[src/rtl/maf_pkg.sv]
package maf_pkg;
  localparam int MODE_W = 6;

  // bit 5 .. bit 0
  typedef struct packed {
    logic vlan_en;
    logic hash_en;
    logic all_en;
    logic bcast_en;
    logic mcast_en;
    logic uni_en;
  } rx_mode_t;
endpackage

[src/rtl/maf_crc_byte.sv]
module maf_crc_byte #(
  parameter int          CRC_W  = 32,
  parameter int          DATA_W = 8,
  parameter logic [31:0] POLY   = 32'hEDB88320
) (
  input  logic [CRC_W-1:0]  crc_i,
  input  logic [DATA_W-1:0] data_i,
  output logic [CRC_W-1:0]  crc_o
);
  logic [CRC_W-1:0] stg [DATA_W+1];

  assign stg[0] = crc_i ^ {{(CRC_W-DATA_W){1'b0}}, data_i};

  for (genvar g = 0; g < DATA_W; g++) begin : g_bit
    assign stg[g+1] = stg[g][0] ? ((stg[g] >> 1) ^ POLY[CRC_W-1:0]) : (stg[g] >> 1);
  end

  assign crc_o = stg[DATA_W];
endmodule

[src/rtl/maf_addr_capture.sv]
module maf_addr_capture #(
  parameter int          ADDR_BYTES = 6,
  parameter int          CRC_W      = 32,
  parameter int          HASH_BITS  = 6,
  parameter logic [31:0] POLY       = 32'hEDB88320,
  localparam int         ADDR_W     = ADDR_BYTES * 8,
  localparam int         CNT_W      = $clog2(ADDR_BYTES + 1)
) (
  input  logic                 clk_i,
  input  logic                 rst_ni,
  input  logic                 sof_i,
  input  logic                 byte_valid_i,
  input  logic [7:0]           byte_i,
  output logic                 last_o,
  output logic [ADDR_W-1:0]    addr_o,
  output logic [HASH_BITS-1:0] crc_top_o
);
  logic [CNT_W-1:0]  cnt_q;
  logic [CNT_W-1:0]  pos;
  logic [CRC_W-1:0]  crc_q;
  logic [CRC_W-1:0]  crc_in;
  logic [CRC_W-1:0]  crc_nxt;
  logic [ADDR_W-1:0] addr_q;
  logic [ADDR_W-1:0] addr_cur;
  logic              take;

  // idle when cnt_q == ADDR_BYTES
  assign take   = byte_valid_i && (sof_i || (cnt_q < CNT_W'(ADDR_BYTES)));
  assign pos    = sof_i ? '0 : cnt_q;
  assign crc_in = sof_i ? '1 : crc_q;
  assign last_o = take && (pos == CNT_W'(ADDR_BYTES - 1));

  maf_crc_byte #(.CRC_W(CRC_W), .DATA_W(8), .POLY(POLY)) u_crc (
    .crc_i (crc_in),
    .data_i(byte_i),
    .crc_o (crc_nxt)
  );

  // address including the byte on the bus this cycle
  always_comb begin
    addr_cur = addr_q;
    for (int b = 0; b < ADDR_BYTES; b++) begin
      if (take && (pos == CNT_W'(b))) addr_cur[b*8 +: 8] = byte_i;
    end
  end

  always_ff @(posedge clk_i or negedge rst_ni) begin
    if (!rst_ni) begin
      cnt_q  <= CNT_W'(ADDR_BYTES);
      crc_q  <= '1;
      addr_q <= '0;
    end else if (take) begin
      cnt_q  <= pos + CNT_W'(1);
      crc_q  <= crc_nxt;
      addr_q <= addr_cur;
    end
  end

  assign addr_o    = addr_cur;
  assign crc_top_o = crc_nxt[CRC_W-1 -: HASH_BITS];
endmodule

[src/rtl/maf_cfg_regs.sv]
module maf_cfg_regs
  import maf_pkg::*;
#(
  parameter int  WORD_W    = 32,
  parameter int  TABLE_W   = 64,
  parameter int  STA_W     = 48,
  parameter int  CFG_AW    = 3,
  localparam int NUM_WORDS = TABLE_W / WORD_W,
  localparam int STA_HI_W  = STA_W - WORD_W,
  localparam int A_STA_LO  = NUM_WORDS,
  localparam int A_STA_HI  = NUM_WORDS + 1,
  localparam int A_MODE    = NUM_WORDS + 2
) (
  input  logic               clk_i,
  input  logic               rst_ni,
  input  logic               we_i,
  input  logic [CFG_AW-1:0]  addr_i,
  input  logic [WORD_W-1:0]  wdata_i,
  output logic [TABLE_W-1:0] table_o,
  output logic [STA_W-1:0]   station_o,
  output rx_mode_t           mode_o
);
  logic [WORD_W-1:0]   tab_q [NUM_WORDS];
  logic [WORD_W-1:0]   sta_lo_q;
  logic [STA_HI_W-1:0] sta_hi_q;
  rx_mode_t            mode_q;

  for (genvar w = 0; w < NUM_WORDS; w++) begin : g_word
    always_ff @(posedge clk_i or negedge rst_ni) begin
      if (!rst_ni)                                tab_q[w] <= '0;
      else if (we_i && (addr_i == CFG_AW'(w)))    tab_q[w] <= wdata_i;
    end
    assign table_o[w*WORD_W +: WORD_W] = tab_q[w];
  end

  always_ff @(posedge clk_i or negedge rst_ni) begin
    if (!rst_ni) begin
      sta_lo_q <= '0;
      sta_hi_q <= '0;
      mode_q   <= '0;
    end else if (we_i) begin
      if (addr_i == CFG_AW'(A_STA_LO)) sta_lo_q <= wdata_i;
      if (addr_i == CFG_AW'(A_STA_HI)) sta_hi_q <= wdata_i[STA_HI_W-1:0];
      if (addr_i == CFG_AW'(A_MODE))   mode_q   <= rx_mode_t'(wdata_i[MODE_W-1:0]);
    end
  end

  assign station_o = {sta_hi_q, sta_lo_q};
  assign mode_o    = mode_q;
endmodule

[src/rtl/maf_decide.sv]
module maf_decide
  import maf_pkg::*;
#(
  parameter int  ADDR_BYTES = 6,
  parameter int  HASH_BITS  = 6,
  localparam int ADDR_W     = ADDR_BYTES * 8,
  localparam int TABLE_W    = 1 << HASH_BITS
) (
  input  logic                 clk_i,
  input  logic                 rst_ni,
  input  logic                 last_i,
  input  logic [ADDR_W-1:0]    addr_i,
  input  logic [HASH_BITS-1:0] crc_top_i,
  input  logic [TABLE_W-1:0]   table_i,
  input  logic [ADDR_W-1:0]    station_i,
  input  rx_mode_t             mode_i,
  output logic                 valid_o,
  output logic                 accept_o,
  output logic [HASH_BITS-1:0] idx_o
);
  logic [HASH_BITS-1:0] idx;
  logic is_grp, is_bc, hit, acc;

  // reversed bit order: top CRC bit lands in index bit 0
  for (genvar b = 0; b < HASH_BITS; b++) begin : g_rev
    assign idx[b] = crc_top_i[HASH_BITS-1-b];
  end

  assign is_grp = addr_i[0];
  assign is_bc  = &addr_i;
  assign hit    = table_i[idx];

  always_comb begin
    acc = mode_i.all_en;
    if (is_bc)       acc = acc | mode_i.bcast_en;
    else if (is_grp) acc = acc | mode_i.mcast_en | (mode_i.hash_en & hit);
    else             acc = acc | (mode_i.uni_en & (addr_i == station_i));
  end

  always_ff @(posedge clk_i or negedge rst_ni) begin
    if (!rst_ni) begin
      valid_o  <= 1'b0;
      accept_o <= 1'b0;
      idx_o    <= '0;
    end else begin
      valid_o  <= last_i;
      accept_o <= last_i & acc;
      if (last_i) idx_o <= idx;
    end
  end
endmodule

[src/rtl/mcast_addr_filter.sv]
module mcast_addr_filter
  import maf_pkg::*;
#(
  parameter int          ADDR_BYTES = 6,
  parameter int          HASH_BITS  = 6,
  parameter int          WORD_W     = 32,
  parameter int          CRC_W      = 32,
  parameter int          CFG_AW     = 3,
  parameter logic [31:0] CRC_POLY   = 32'hEDB88320
) (
  input  logic                 clk_i,
  input  logic                 rst_ni,
  input  logic                 sof_i,
  input  logic                 byte_valid_i,
  input  logic [7:0]           byte_i,
  input  logic                 cfg_we_i,
  input  logic [CFG_AW-1:0]    cfg_addr_i,
  input  logic [WORD_W-1:0]    cfg_wdata_i,
  output logic                 result_valid_o,
  output logic                 accept_o,
  output logic [HASH_BITS-1:0] hash_idx_o,
  output logic                 vlan_match_en_o
);
  localparam int ADDR_W  = ADDR_BYTES * 8;
  localparam int TABLE_W = 1 << HASH_BITS;

  logic                 last_w;
  logic [ADDR_W-1:0]    addr_w;
  logic [HASH_BITS-1:0] crc_top_w;
  logic [TABLE_W-1:0]   table_w;
  logic [ADDR_W-1:0]    station_w;
  rx_mode_t             mode_w;

  maf_addr_capture #(
    .ADDR_BYTES(ADDR_BYTES), .CRC_W(CRC_W), .HASH_BITS(HASH_BITS), .POLY(CRC_POLY)
  ) u_cap (
    .clk_i       (clk_i),
    .rst_ni      (rst_ni),
    .sof_i       (sof_i),
    .byte_valid_i(byte_valid_i),
    .byte_i      (byte_i),
    .last_o      (last_w),
    .addr_o      (addr_w),
    .crc_top_o   (crc_top_w)
  );

  maf_cfg_regs #(
    .WORD_W(WORD_W), .TABLE_W(TABLE_W), .STA_W(ADDR_W), .CFG_AW(CFG_AW)
  ) u_cfg (
    .clk_i    (clk_i),
    .rst_ni   (rst_ni),
    .we_i     (cfg_we_i),
    .addr_i   (cfg_addr_i),
    .wdata_i  (cfg_wdata_i),
    .table_o  (table_w),
    .station_o(station_w),
    .mode_o   (mode_w)
  );

  maf_decide #(.ADDR_BYTES(ADDR_BYTES), .HASH_BITS(HASH_BITS)) u_dec (
    .clk_i    (clk_i),
    .rst_ni   (rst_ni),
    .last_i   (last_w),
    .addr_i   (addr_w),
    .crc_top_i(crc_top_w),
    .table_i  (table_w),
    .station_i(station_w),
    .mode_i   (mode_w),
    .valid_o  (result_valid_o),
    .accept_o (accept_o),
    .idx_o    (hash_idx_o)
  );

  assign vlan_match_en_o = mode_w.vlan_en;
endmodule

[config.mk]
export PLATFORM = sky130hd
export DESIGN_NAME = mcast_addr_filter
export DESIGN_NICKNAME = d
export VERILOG_FILES = /design/src/rtl/maf_pkg.sv /design/src/rtl/maf_crc_byte.sv /design/src/rtl/maf_addr_capture.sv /design/src/rtl/maf_cfg_regs.sv /design/src/rtl/maf_decide.sv /design/src/rtl/mcast_addr_filter.sv
export SDC_FILE = /design/constraint.sdc
export NUM_CORES = 1
export LEC_CHECK = 0
export CORE_MARGIN = 2
export CORE_UTILIZATION = 41
export CTS_BUF_LIST = sky130_fd_sc_hd__clkbuf_16
export DETAILED_ROUTE_END_ITERATION = 8
export GPL_TIMING_DRIVEN = 0
export PLACE_DENSITY = 0.69
export SYNTH_ARGS = -nofsm -noshare
export SYNTH_HDL_FRONTEND = slang
export SYNTH_SLANG_ARGS = --single-unit
[constraint.sdc]
create_clock -name clk_i -period 3.86 [get_ports clk_i]
set_clock_uncertainty 0.2 [all_clocks]
set_input_delay 1.158 -clock clk_i [delete_from_list [all_inputs] [get_ports clk_i]]
set_output_delay 1.158 -clock clk_i [all_outputs]
set_load 0.1 [all_outputs]
# --- Word-level counts from Yosys, hierarchy flattened ---
# Index checks and enable logic that the tools add are counted.
op_classes:
  add_sub_neg: 1
  n_lt_le_gt_ge: 2
  eq_ne: 10
  muxes: 20
  bitwise_logic: 16
  reduce_logical: 16
op_table:
  columns: ["operator", "n"]
  rows:
  - ["32-bit 2-to-1 mux", 9]
  - ["13-bit inverter with 14-bit output", 8]
  - ["48-bit equality test", 1]
  - ["8-bit 2-to-1 mux", 6]
  - ["48-bit AND reduction", 1]
  - ["32-bit by 8-bit XOR with 32-bit output", 1]
  - ["3-bit by 2-bit equality test with 1-bit output, second input constant", 4]
  - ["3-bit equality test, second input constant", 3]
  - ["1-bit logical AND", 9]
  - ["6-bit by 7-bit < comparator with 1-bit output, second input constant", 1]
  - ["1-bit binary-select mux with 6-bit select", 1]
  - ["3-bit by 1-bit equality test with 1-bit output, second input constant", 2]
  - ["3-bit zero test", 2]
  - ["2-bit AND reduction", 3]
  - ["1-bit OR", 4]
  - ["3-bit by 1-bit adder with 3-bit output, second input constant", 1]
  - ["1-bit bitwise AND", 3]
  - ["3-bit < comparator, second input constant", 1]
  - ["1-bit 2-to-1 mux", 3]
  - ["3-bit 2-to-1 mux", 1]
  - ["1-bit logical OR", 1]
totals:
  regBits: 209
  elab_cells: 81

# --- Depth between registers and ports, before layout ---
# Gate-level depths: netlist of run 1.
logic_depth:
  ltp_word: 25
  ltp_mapped: 12

# --- Modules after synthesis ---
# A second synthesis of run 1 with hierarchy kept.
hier_totals:
  hier_cells: 764
  hier_area_um2: 10825.4
modules_own_cells:
  columns: ["module", "n_inst", "cells_each", "area_per_inst_um2"]
  rows:
  - ["maf_cfg_regs", 1, 254, 4483.0]
  - ["maf_addr_capture", 1, 287, 4030.1]
  - ["maf_decide", 1, 152, 1521.5]
  - ["maf_crc_byte", 1, 71, 790.8]

# --- Least setup slack after synthesis of run 1 ---
# OpenSTA, ideal clock, no wires.
synth_timing:
  path_kind: "input to register"
  startpoint: "input byte_i[1]"
  endpoint: "register u_dec.accept_o"
  t_arrival_ns: 3.346
  t_required_ns: 3.541
  path_slack_ns: 0.196
  cell_stages: 9
  n_path_buf: 1
  cell_sequence: "buf_2 xnor2_2 xor2_2 mux4_2 mux2_2 nor4_1 o21ai_0 o2111ai_1 a21bo_1"
synth_via:
  elab_chain_cells: 16
synth_rtl:
  columns: ["element", "line", "text"]
  rows:
  - ["start, declared", "mcast_addr_filter.sv:15", "input logic [7:0] byte_i,"]
  - ["32-bit by 8-bit XOR with 32-bit output", "maf_crc_byte.sv:12", "assign stg[0] = crc_i ^ {{(CRC_W-DATA_W){1'b0}}, data_i};"]
  - ["32-bit 2-to-1 mux (8 in series)", "maf_crc_byte.sv:15", "assign stg[g+1] = stg[g][0] ? ((stg[g] >> 1) ^ POLY[CRC_W-1:0]) : (stg[g] >> 1);"]
  - ["1-bit binary-select mux with 6-bit select", "maf_decide.sv:31", "assign hit = table_i[idx];"]
  - ["1-bit 2-to-1 mux (not written as such)", "maf_decide.sv:31", null]
  - ["1-bit bitwise AND", "maf_decide.sv:36", "else if (is_grp) acc = acc | mode_i.mcast_en | (mode_i.hash_en & hit);"]
  - ["1-bit OR", "maf_decide.sv:36", null]
  - ["1-bit 2-to-1 mux", "maf_decide.sv:36", null]
  - ["1-bit 2-to-1 mux *", "maf_decide.sv:35", "if (is_bc) acc = acc | mode_i.bcast_en;"]
  - ["1-bit bitwise AND *", "maf_decide.sv:47", "accept_o <= last_i & acc;"]
  - ["end signal, assigned", "maf_decide.sv:47", null]
  - ["end, declared", "maf_decide.sv:18", "output logic accept_o,"]
# Mark *: on every way between the ends. The rest lies on a longest branch, timed or not. The select of a mux whose other input is x is not followed.
# A chain may end at the register's enable or synchronous reset.

# --- Worst setup path in the final report of run 1 ---
layout_timing:
  startpoint: "input byte_i[2]"
  endpoint: "register u_dec.accept_o"
layout_via:
  elab_chain_cells: 20
layout_rtl:
  columns: ["element", "line"]
  rows:
  - ["32-bit by 8-bit XOR with 32-bit output", "maf_crc_byte.sv:12"]
  - ["32-bit 2-to-1 mux (3 in series)", "maf_crc_byte.sv:15"]
  - ["13-bit inverter with 14-bit output (no line)", null]
  - ["32-bit 2-to-1 mux", "maf_crc_byte.sv:15"]
  - ["13-bit inverter with 14-bit output (no line)", null]
  - ["32-bit 2-to-1 mux (2 in series)", "maf_crc_byte.sv:15"]
  - ["13-bit inverter with 14-bit output (no line)", null]
  - ["32-bit 2-to-1 mux", "maf_crc_byte.sv:15"]
  - ["13-bit inverter with 14-bit output (no line)", null]
  - ["32-bit 2-to-1 mux", "maf_crc_byte.sv:15"]
  - ["1-bit binary-select mux with 6-bit select", "maf_decide.sv:31"]
  - ["1-bit 2-to-1 mux (not written as such)", "maf_decide.sv:31"]
  - ["1-bit bitwise AND", "maf_decide.sv:36"]
  - ["1-bit OR", "maf_decide.sv:36"]
  - ["1-bit 2-to-1 mux", "maf_decide.sv:36"]
  - ["1-bit 2-to-1 mux *", "maf_decide.sv:35"]
  - ["1-bit bitwise AND *", "maf_decide.sv:47"]
# Marks and branches as above.

==> results of run 1 <==
-- worst paths after layout --
path / cells past startpoint / to / slack, ns / startpoint
min: 2 / u_cap.crc_q[23]$_DFFE_PN1P_ / 0.28 / u_cap.crc_q[23]$_DFFE_PN1P_
max: 9 / u_dec.accept_o$_DFF_PN0_ / 0.09 / byte_i[2]
min reg2reg: 2 / u_cap.crc_q[23]$_DFFE_PN1P_ / 0.28 / u_cap.crc_q[23]$_DFFE_PN1P_
min in group asynchronous: 1 / u_dec.valid_o$_DFF_PN0_ / 0.45 / rst_ni
max in group asynchronous: 2 / u_cfg.table_o[26]$_DFFE_PN0P_ / 1.96 / rst_ni
max reg2reg: 11 / u_dec.accept_o$_DFF_PN0_ / 0.47 / u_cap.cnt_q[2]$_DFFE_PN1P_
-- sequential cells by signal, indices dropped and copies added (netlist names) --
register        count
u_cap.addr_q       48
u_cap.cnt_q         3
u_cap.crc_q        32
u_cfg.mode_o        6
u_cfg.sta_hi_q     16
u_cfg.sta_lo_q     32
u_cfg.table_o      64
u_dec.accept_o      1
u_dec.idx_o         6
u_dec.valid_o       1
-- layer usage --
| layer | global-route usage | up-vias |
|---|---|---|
| li1 | - | 3446 |
| met3 | 0.0322 | 59 |
| met5 | 0 | - |
| met2 | 0.339 | 252 |
| met4 | 0.0594 | 0 |
| met1 | 0.307 | 3889 |
-- per-stage QoR --
stage	cells	setup WS [ns]	area, sq um	hold slack, ns
final	1387	0.0861	12700	0.276
after global routing	1387	0.0118	12700	0.301
after CTS	1387	0.00620	12700	0.281
after detailed placement	1334	-1.14	11700	0.273
after global placement	1333	-7.48	11700	0.266
after floorplan	944	0.196	10700	0.257
-- final cells by class --
class / count / area [sq um] / share of cell area
Sequential cell: 209 / 5270 / 0.414
Multi-Input combinational cell: 640 / 5190 / 0.408
Timing Repair Buffer: 65 / 674 / 0.0529
Clock buffer: 24 / 601 / 0.0471
Tap cell: 335 / 419 / 0.0329
Buffer: 53 / 268 / 0.0210
Inverter: 41 / 156 / 0.0123
Clock inverter: 20 / 153 / 0.0120
-- Yosys cell counts, drive strengths merged (14+ instances only) --
cell type,number
inv,41
nor2,46
a21oi,14
dfstp,34
mux2i,35
mux2,133
xor2,39
o21ai,55
clkbuf,31
buf,23
nor4,17
dfrtp,175
xnor2,89
nand2,89
-- cell families (layout without fill, tap and decap cells) --
group,after synthesis,in the layout,synth area share
mux,179,179,0.196
buf+inv,95,203,0.0378
xor+xnor,128,128,0.110
simple gates,221,221,0.100
flops,209,209,0.491
fa+ha+maj,1,1,0.00117
compound gates,111,111,0.0640
-- report_power, final --
part	switching [mW]	internal (mW)	total [mW]
clock network	0.912	1.26	2.18
logic	2.30	1.82	4.12
registers	0.477	3.03	3.50
-- timing repair --
item | CTS | global route
setup buffers | 9 | 1
gates resized for setup | 33 | 9
pin swaps | 6 | 4
setup endpoints to repair | 1 | 1
hold endpoints to repair | 0 | 0
-- worst reg2reg max path, delay by kind of cell, from the launching register on --
family	cells	cell delay (ns)
AOI/OAI and AO/OA	3	0.54
buffers and inverters	2	0.40
and+or+nand+nor	5	1.40
DFF	1	0.51
muxes	1	0.23
==> qor.yml, run 1 <==
run:
  drv_cap: 0
drt:
  finalWirelength_um: 29400
  viasPerCell: 5.51
  dr.max_layer_used: "met4"
  drtPass1Iterations: 5
  wl_per_cell_um: 21.2
  wl_met2_um: 13500
  wl_met3_um: 1730
  wl_met1_um: 13300
  drc: 0
  ant_nets: 0
  drt_iter0_markers: 576
  vias: 7646
global_route:
  grt_max_degree: 124
  grt_usage: 0.214
  grt_pass1_wl_um: 45900
  grt_overflow: 0
  antenna_found_initial: 0
  grt_pass1_vias: 7669
yosys:
  synth-main-ff-cell: "dfrtp_1"
  syn_inst: 944
  ys_ff_latch: 209
  synth_edf_count: 0
  yosys.area.top_type: "dfrtp_1"
  netlist.area_leader.share: 0.408
  syn-num-nets: 993
  seq_area_frac_synth: 0.491
  synth.area.top_cells: "dfrtp_1, mux2_2, dfstp_2, xnor2_1, mux2i_1"
  ys.warnings.count: 0
  syn_area_sq_um: 10700
  avgSynthCellArea_sq_um: 11.4
  synth-async-reset-ratio: 1.00
  yosysUniqueCellTypes: 62
die:
  core-area_sq_um: 25900
  die-area_sq_um: 27500
  placementRows: 59
  start_util: 0.414
  die_y_um: 166
  die_width_um: 166
  pin_count: 57
worst_setup_path:
  startpoint_type: "primary input"
  crit_chain: "clkdlybuf4s50_1 -> clkbuf_2 -> mux2i_1 -> nor4_2 -> nand4_1 -> nor4_1 -> a21oi_1 -> o2111ai_1 -> a21bo_1"
  critPathBufInv: 2
  crit_type: "in2reg"
  cpLargestDelayFamily: "buffers and inverters"
  required_ns: 4.08
  cpPeakStageDelay_ns: 0.70
  worstSetupEndpointType: "flop"
  cp_max_fo: 10
  crit_arrival_ns: 3.99
  cp_slowest_cell: "clkdlybuf4s50_1"
clock_network:
  cts_tree: "done"
  cts_htree_levels: 1
  numCtsBuffers: 24
  clockRootBuffer: "clkbuf_16"
  holdBufCountCts: 0
  clk_path_buf_depth: 3
  clkSinkCount: 209
  insertion_delay_ns: 0.52
  clk_pin_slew_ns: 0.06
final_layout:
  drive_above_1_share: 0.260
  n_antenna_cell: 0
  fillCellCount: 2321
  syn_to_final_growth_pct: 18.6
  mostFrequentLayoutCell: "dfrtp_1"
  final_cell_mix: "dfrtp_1, mux2_2, nand2_1"
  final_util: 0.492
  final_nets: 1083
timing:
  setup_viol: 0
  slew_headroom: 0.194
  post-route-min-period_ns: 3.77
  slew_violations: 0
  finalCritPeriodShare: 0.978
  hold_viol_final: 0
  fin_tns_setup_ns: 0
  tightest_slew_ns: 1.21
  max_freq_ghz: 0.265
  rsz0062_at_grt: "no"
hold_path:
  hold_class: "reg2reg"
power:
  fin_total_pwr_mw: 9.80
  power.leakage_nw: 5.41
  power_density_nw_per_um2: 769
  vdd.ir_drop.worst_mv: 0.430
placement:
  place_congestion: 0.898
  dp_hpwl_um: 21000
  port_buffers: 54
outcome:
  outcome: "completed"
No activity file was read; power rests on OpenSTA's default activity.
==> inputs of run 2 (changes only) <==
Settings changed: CELL_PAD_IN_SITES_DETAIL_PLACEMENT from default to 1, CELL_PAD_IN_SITES_GLOBAL_PLACEMENT from default to 1, PLACE_DENSITY 0.69 to 0.8, SETUP_SLACK_MARGIN from default to 0.3.
==> qor.yml, run 2 (synthesis gave the netlist of run 1 again) <==
timing:
  rsz0062_at_grt: "no"
  post-route-min-period_ns: 3.51
  setup_viol: 0
  hold_viol_final: 0
  tightest_slew_ns: 0.977
  slew_headroom: 0.347
  max_freq_ghz: 0.285
  whs_ns: 0.278
  slew_violations: 0
  finalCritPeriodShare: 0.908
global_route:
  grt_overflow: 0
  grt_pass1_wl_um: 52000
  grt_pass1_vias: 8632
  grt_max_degree: 90
  antenna_found_initial: 0
  grt_usage: 0.243
clock_network:
  cts_htree_levels: 1
  cts_tree: "done"
  holdBufCountCts: 0
  clkSinkCount: 209
  insertion_delay_ns: 0.52
  numCtsBuffers: 24
  clk_path_buf_depth: 3
  clockRootBuffer: "clkbuf_16"
  clk_pin_slew_ns: 0.06
die:
  placementRows: 59
  die_y_um: 166
  die_width_um: 166
  core-area_sq_um: 25900
  die-area_sq_um: 27500
  start_util: 0.414
  pin_count: 57
drt:
  drtPass1Iterations: 5
  drc: 0
  vias: 7943
  wl_per_cell_um: 24.2
  ant_nets: 0
  viasPerCell: 5.68
  finalWirelength_um: 33900
  drt_iter0_markers: 519
placement:
  placed_area_sq_um: 11800
  dp_hpwl_um: 23300
  port_buffers: 54
  place_congestion: 0.844
final_layout:
  largest_register_ff_count: 64
  drive_above_1_share: 0.296
  final_cell_mix: "dfrtp_1, mux2_2, nand2_1"
  fin_area_sq_um: 12900
  mostFrequentLayoutCell: "dfrtp_1"
  final_nets: 1095
  n_antenna_cell: 0
  syn_to_final_growth_pct: 20.6
worst_setup_path:
  cpPeakStageDelay_ns: 0.39
  worstSetupEndpointType: "flop"
  startpoint_type: "primary input"
  crit_arrival_ns: 3.78
  required_ns: 4.13
  cp_slowest_cell: "a2111oi_4"
  critPathBufInv: 3
  crit_chain: "clkbuf_2 -> inv_2 -> and3_1 -> ha_1 -> and3_1 -> buf_6 -> mux2_2 -> xor2_1 -> a2111oi_4 -> nand4_1 -> nor4_1 -> or3_1 -> a21bo_1"
  crit_type: "in2reg"
  path_common_cell: "and3_1"
  cp_max_fo: 8
  cpLargestDelayFamily: "simple AND/OR/NAND/NOR gates"
power:
  vdd.ir_drop.worst_mv: 0.456
  pwr-share-comb: 0.444
  power.switching_mw: 4.03
  power.leakage_nw: 5.51
  p_seq_frac: 0.350
  clkPwrFrac: 0.205
  internal_power_mw: 6.09
  power_density_nw_per_um2: 781
  switching_share: 0.398
  fin_total_pwr_mw: 10.1
outcome:
  outcome: "completed"
hold_path:
  hold_class: "reg2reg"
run:
  drv_cap: 0
[run 2: changes by cell type in the layout (fill, tap and decap cells not counted), moves of 3 or more]
cell,delta
nor4_1,-3
a21oi_1,-3
clkinv_2,+4
xnor2_1,-5
buf_6,+3
buf_4,+7
clkbuf_4,+3
dlygate4sd2_1,-3
clkbuf_2,+6
xnor2_2,+5
clkdlybuf4s50_1,-3
[run 2: final cells by class]
class	count	area (sq um)
plain buffers	54	290
clock buffers	24	601
clock inverters	19	100
fillers	2736	13000
inverters	41	156
multi-input cells	640	5350
flip-flops and latches	209	5270
well taps	335	419
repair buffers	76	763
[run 2: what timing repair did]
item                                   CTS  global route
setup endpoints to repair               22             3
gates resized for setup                 45            47
pin swaps                                7            10
endpoints found under the hold margin    0             0
setup buffers                           13             7
cloned                                   0             0
[run 2: tightest hold or removal path, delay by kind of cell, from the launching register on]
family	cells	cell delay, ns
AO/OA/AOI/OAI	1	0.06
flip-flops	1	0.37
AND/OR/NAND/NOR	1	0.04
[run 2: power groups by stage]
stage / clock network, mW / registers [mW] / logic [mW]
floorplan: 0 / 3.59 / 2.74
global placement: 0 / 3.50 / 3.84
detailed placement: 0 / 3.55 / 3.98
CTS: 2.10 / 3.52 / 4.28
global route: 2.21 / 3.62 / 4.81
finish: 2.08 / 3.54 / 4.50
[run 2: worst paths after layout]
kind,from,to,slack (ns),cells past startpoint
worst min-delay path,u_cap.crc_q[22]$_DFFE_PN1P_,u_cap.crc_q[22]$_DFFE_PN1P_,0.28,2
worst max-delay path,sof_i,u_dec.accept_o$_DFF_PN0_,0.35,13
min in group asynchronous,rst_ni,u_dec.idx_o[1]$_DFFE_PN0P_,0.33,1
worst max register to register,u_cap.crc_q[5]$_DFFE_PN1P_,u_dec.accept_o$_DFF_PN0_,0.43,11
max in group asynchronous,rst_ni,u_cfg.table_o[1]$_DFFE_PN0P_,1.97,3
worst min register to register,u_cap.crc_q[22]$_DFFE_PN1P_,u_cap.crc_q[22]$_DFFE_PN1P_,0.28,2
[run 2: routing by layer]
layer,part of all wire,vias up,global-route usage
met5,0,-,0
met3,0.050,84,0.0388
li1,-,3484,-
met2,0.49,259,0.413
met4,0.032,0,0.0692
met1,0.43,4116,0.323
[run 2: through the flow]
stage / setup slack (ns) / setup TNS, ns / util / cells
2_1_floorplan: 0.313 / 0 / - / 944
3_3_place_gp: -7.53 / -1486.93 / 0.452 / 1333
3_5_place_dp: -1.07 / -12.72 / 0.455 / 1335
4_1_cts: 0.157 / 0 / 0.493 / 1391
5_1_grt: 0.231 / 0 / 0.500 / 1398
6_report: 0.355 / 0 / 0.500 / 1398
==> inputs of run 3 (changes only) <==
Settings changed: SETUP_SLACK_MARGIN 0.3 to 0.05.
==> qor.yml, run 3 (synthesis gave the netlist of run 1 again) <==
global_route:
  grt_pass1_wl_um: 52800
  grt_max_degree: 120
  grt_usage: 0.248
  grt_overflow: 0
  grt_pass1_vias: 8715
  antenna_found_initial: 0
power:
  vdd.ir_drop.worst_mv: 0.410
  power.switching_mw: 4.00
  internal_power_mw: 6.21
  clkPwrFrac: 0.223
  switching_share: 0.391
  p_seq_frac: 0.348
  power.leakage_nw: 5.46
  power_density_nw_per_um2: 794
  pwr-share-comb: 0.429
timing:
  fin_tns_setup_ns: 0
  slew_violations: 0
  max_freq_ghz: 0.268
  post-route-min-period_ns: 3.73
  setup_viol: 0
  rsz0062_at_grt: "no"
  finalCritPeriodShare: 0.966
  hold_viol_final: 0
  slew_headroom: 0.282
  tightest_slew_ns: 1.07
final_layout:
  largest_register_ff_count: 64
  mostFrequentLayoutCell: "dfrtp_1"
  final_nets: 1087
  fillCellCount: 2725
  final_util: 0.496
  n_antenna_cell: 0
  drive_above_1_share: 0.278
  stdcell_count: 1390
  final_cell_mix: "dfrtp_1, mux2_2, nand2_1"
  syn_to_final_growth_pct: 19.8
die:
  die-area_sq_um: 27500
  core-area_sq_um: 25900
  placementRows: 59
  pin_count: 57
  die_y_um: 166
  start_util: 0.414
  die_width_um: 166
worst_setup_path:
  required_ns: 4.08
  cp_max_fo: 10
  crit_arrival_ns: 3.95
  crit_type: "in2reg"
  worstSetupEndpointType: "flop"
  startpoint_type: "primary input"
drt:
  finalWirelength_um: 33900
  drc: 0
  drtPass1Iterations: 4
  drt_iter0_markers: 566
  vias: 7952
  viasPerCell: 5.72
  wl_per_cell_um: 24.4
  ant_nets: 0
clock_network:
  cts_htree_levels: 1
  clk_path_buf_depth: 3
  insertion_delay_ns: 0.53
  numCtsBuffers: 24
  holdBufCountCts: 0
  clockRootBuffer: "clkbuf_16"
  cts_tree: "done"
  clkSinkCount: 209
  clk_pin_slew_ns: 0.06
placement:
  dp_hpwl_um: 23300
  place_congestion: 0.834
  place_inst: 1335
  port_buffers: 54
run:
  drv_cap: 0
outcome:
  outcome: "completed"
hold_path:
  hold_class: "in2async"
## run 3: cell types whose count changed in the layout (fill, tap and decap cells not counted), sizes merged, moves of 2 or more
| cell | change |
|---|---|
| bufinv | +3 |
| clkinv | -4 |
| clkdlybuf4s15 | +2 |
| clkbuf | -5 |
| clkdlybuf4s50 | +2 |
| dlygate4sd2 | +3 |
| inv | +2 |
| buf | -9 |
## run 3: final cells by class
cell class / instances / area [sq um] / share of cell area
clock inverter: 19 / 171 / 0.0133
buffer: 53 / 283 / 0.0220
timing repair buffer: 69 / 699 / 0.0544
clock buffer: 24 / 601 / 0.0467
multi-input combinational: 640 / 5260 / 0.409
sequential: 209 / 5270 / 0.410
inverter: 41 / 156 / 0.0122
tap: 335 / 419 / 0.0326
## run 3: per-stage QoR
stage          power, mW  setup slack, ns  cell area, sq um  hold slack [ns]
4_1_cts             10.1           0.0508             12700            0.181
5_1_grt             10.7           0.0524             12900            0.184
3_5_place_dp        7.55            -1.08             11800            0.275
2_1_floorplan       6.31            0.196             10700            0.257
6_report            10.2            0.131             12900            0.193
3_3_place_gp        7.34            -7.48             11700            0.265
## run 3: routing by layer
layer	global-route usage	vias to the layer above	share of wire
met5	0	-	0
met4	0.0779	0	0.028
met3	0.0384	65	0.052
met2	0.419	254	0.50
met1	0.330	4181	0.42
li1	-	3452	-
## run 3: power by group through the flow
stage / logic, mW / registers [mW] / clock network (mW)
after floorplan: 2.73 / 3.59 / 0
after global placement: 3.85 / 3.49 / 0
after detailed placement: 4.01 / 3.54 / 0
after CTS: 4.25 / 3.53 / 2.29
after global routing: 4.70 / 3.62 / 2.37
final: 4.38 / 3.55 / 2.28
## run 3: path summary, 6_finish.rpt
| kind | from | endpoint | slack, ns | cells past startpoint |
|---|---|---|---|---|
| min in group clk_i | u_cap.crc_q[23]$_DFFE_PN1P_ | u_cap.crc_q[23]$_DFFE_PN1P_ | 0.28 | 2 |
| max in group asynchronous | rst_ni | u_cap.crc_q[31]$_DFFE_PN1P_ | 2.06 | 3 |
| hold / removal | rst_ni | u_cfg.sta_hi_q[1]$_DFFE_PN0P_ | 0.19 | 1 |
| setup / recovery | byte_i[0] | u_dec.accept_o$_DFF_PN0_ | 0.13 | 10 |
| hold reg to reg | u_cap.crc_q[23]$_DFFE_PN1P_ | u_cap.crc_q[23]$_DFFE_PN1P_ | 0.28 | 2 |
| setup reg to reg | u_cap.cnt_q[2]$_DFFE_PN1P_ | u_dec.accept_o$_DFF_PN0_ | 0.42 | 11 |
## run 3: what timing repair did
action,CTS,global route
pin swaps,4,6
endpoints found under the setup margin,3,1
resized for setup,39,26
setup buffers,9,4
## run 3: worst max-delay path, stage by stage
cell	delay (ns)
dlygate4sd2_1	0.32
xor2_1	0.21
and3_1	0.23
nor2_4	0.36
buf_4	0.32
mux4_2	0.55
a22oi_1	0.20
o32ai_1	0.13
o2111ai_1	0.21
a21bo_1	0.24
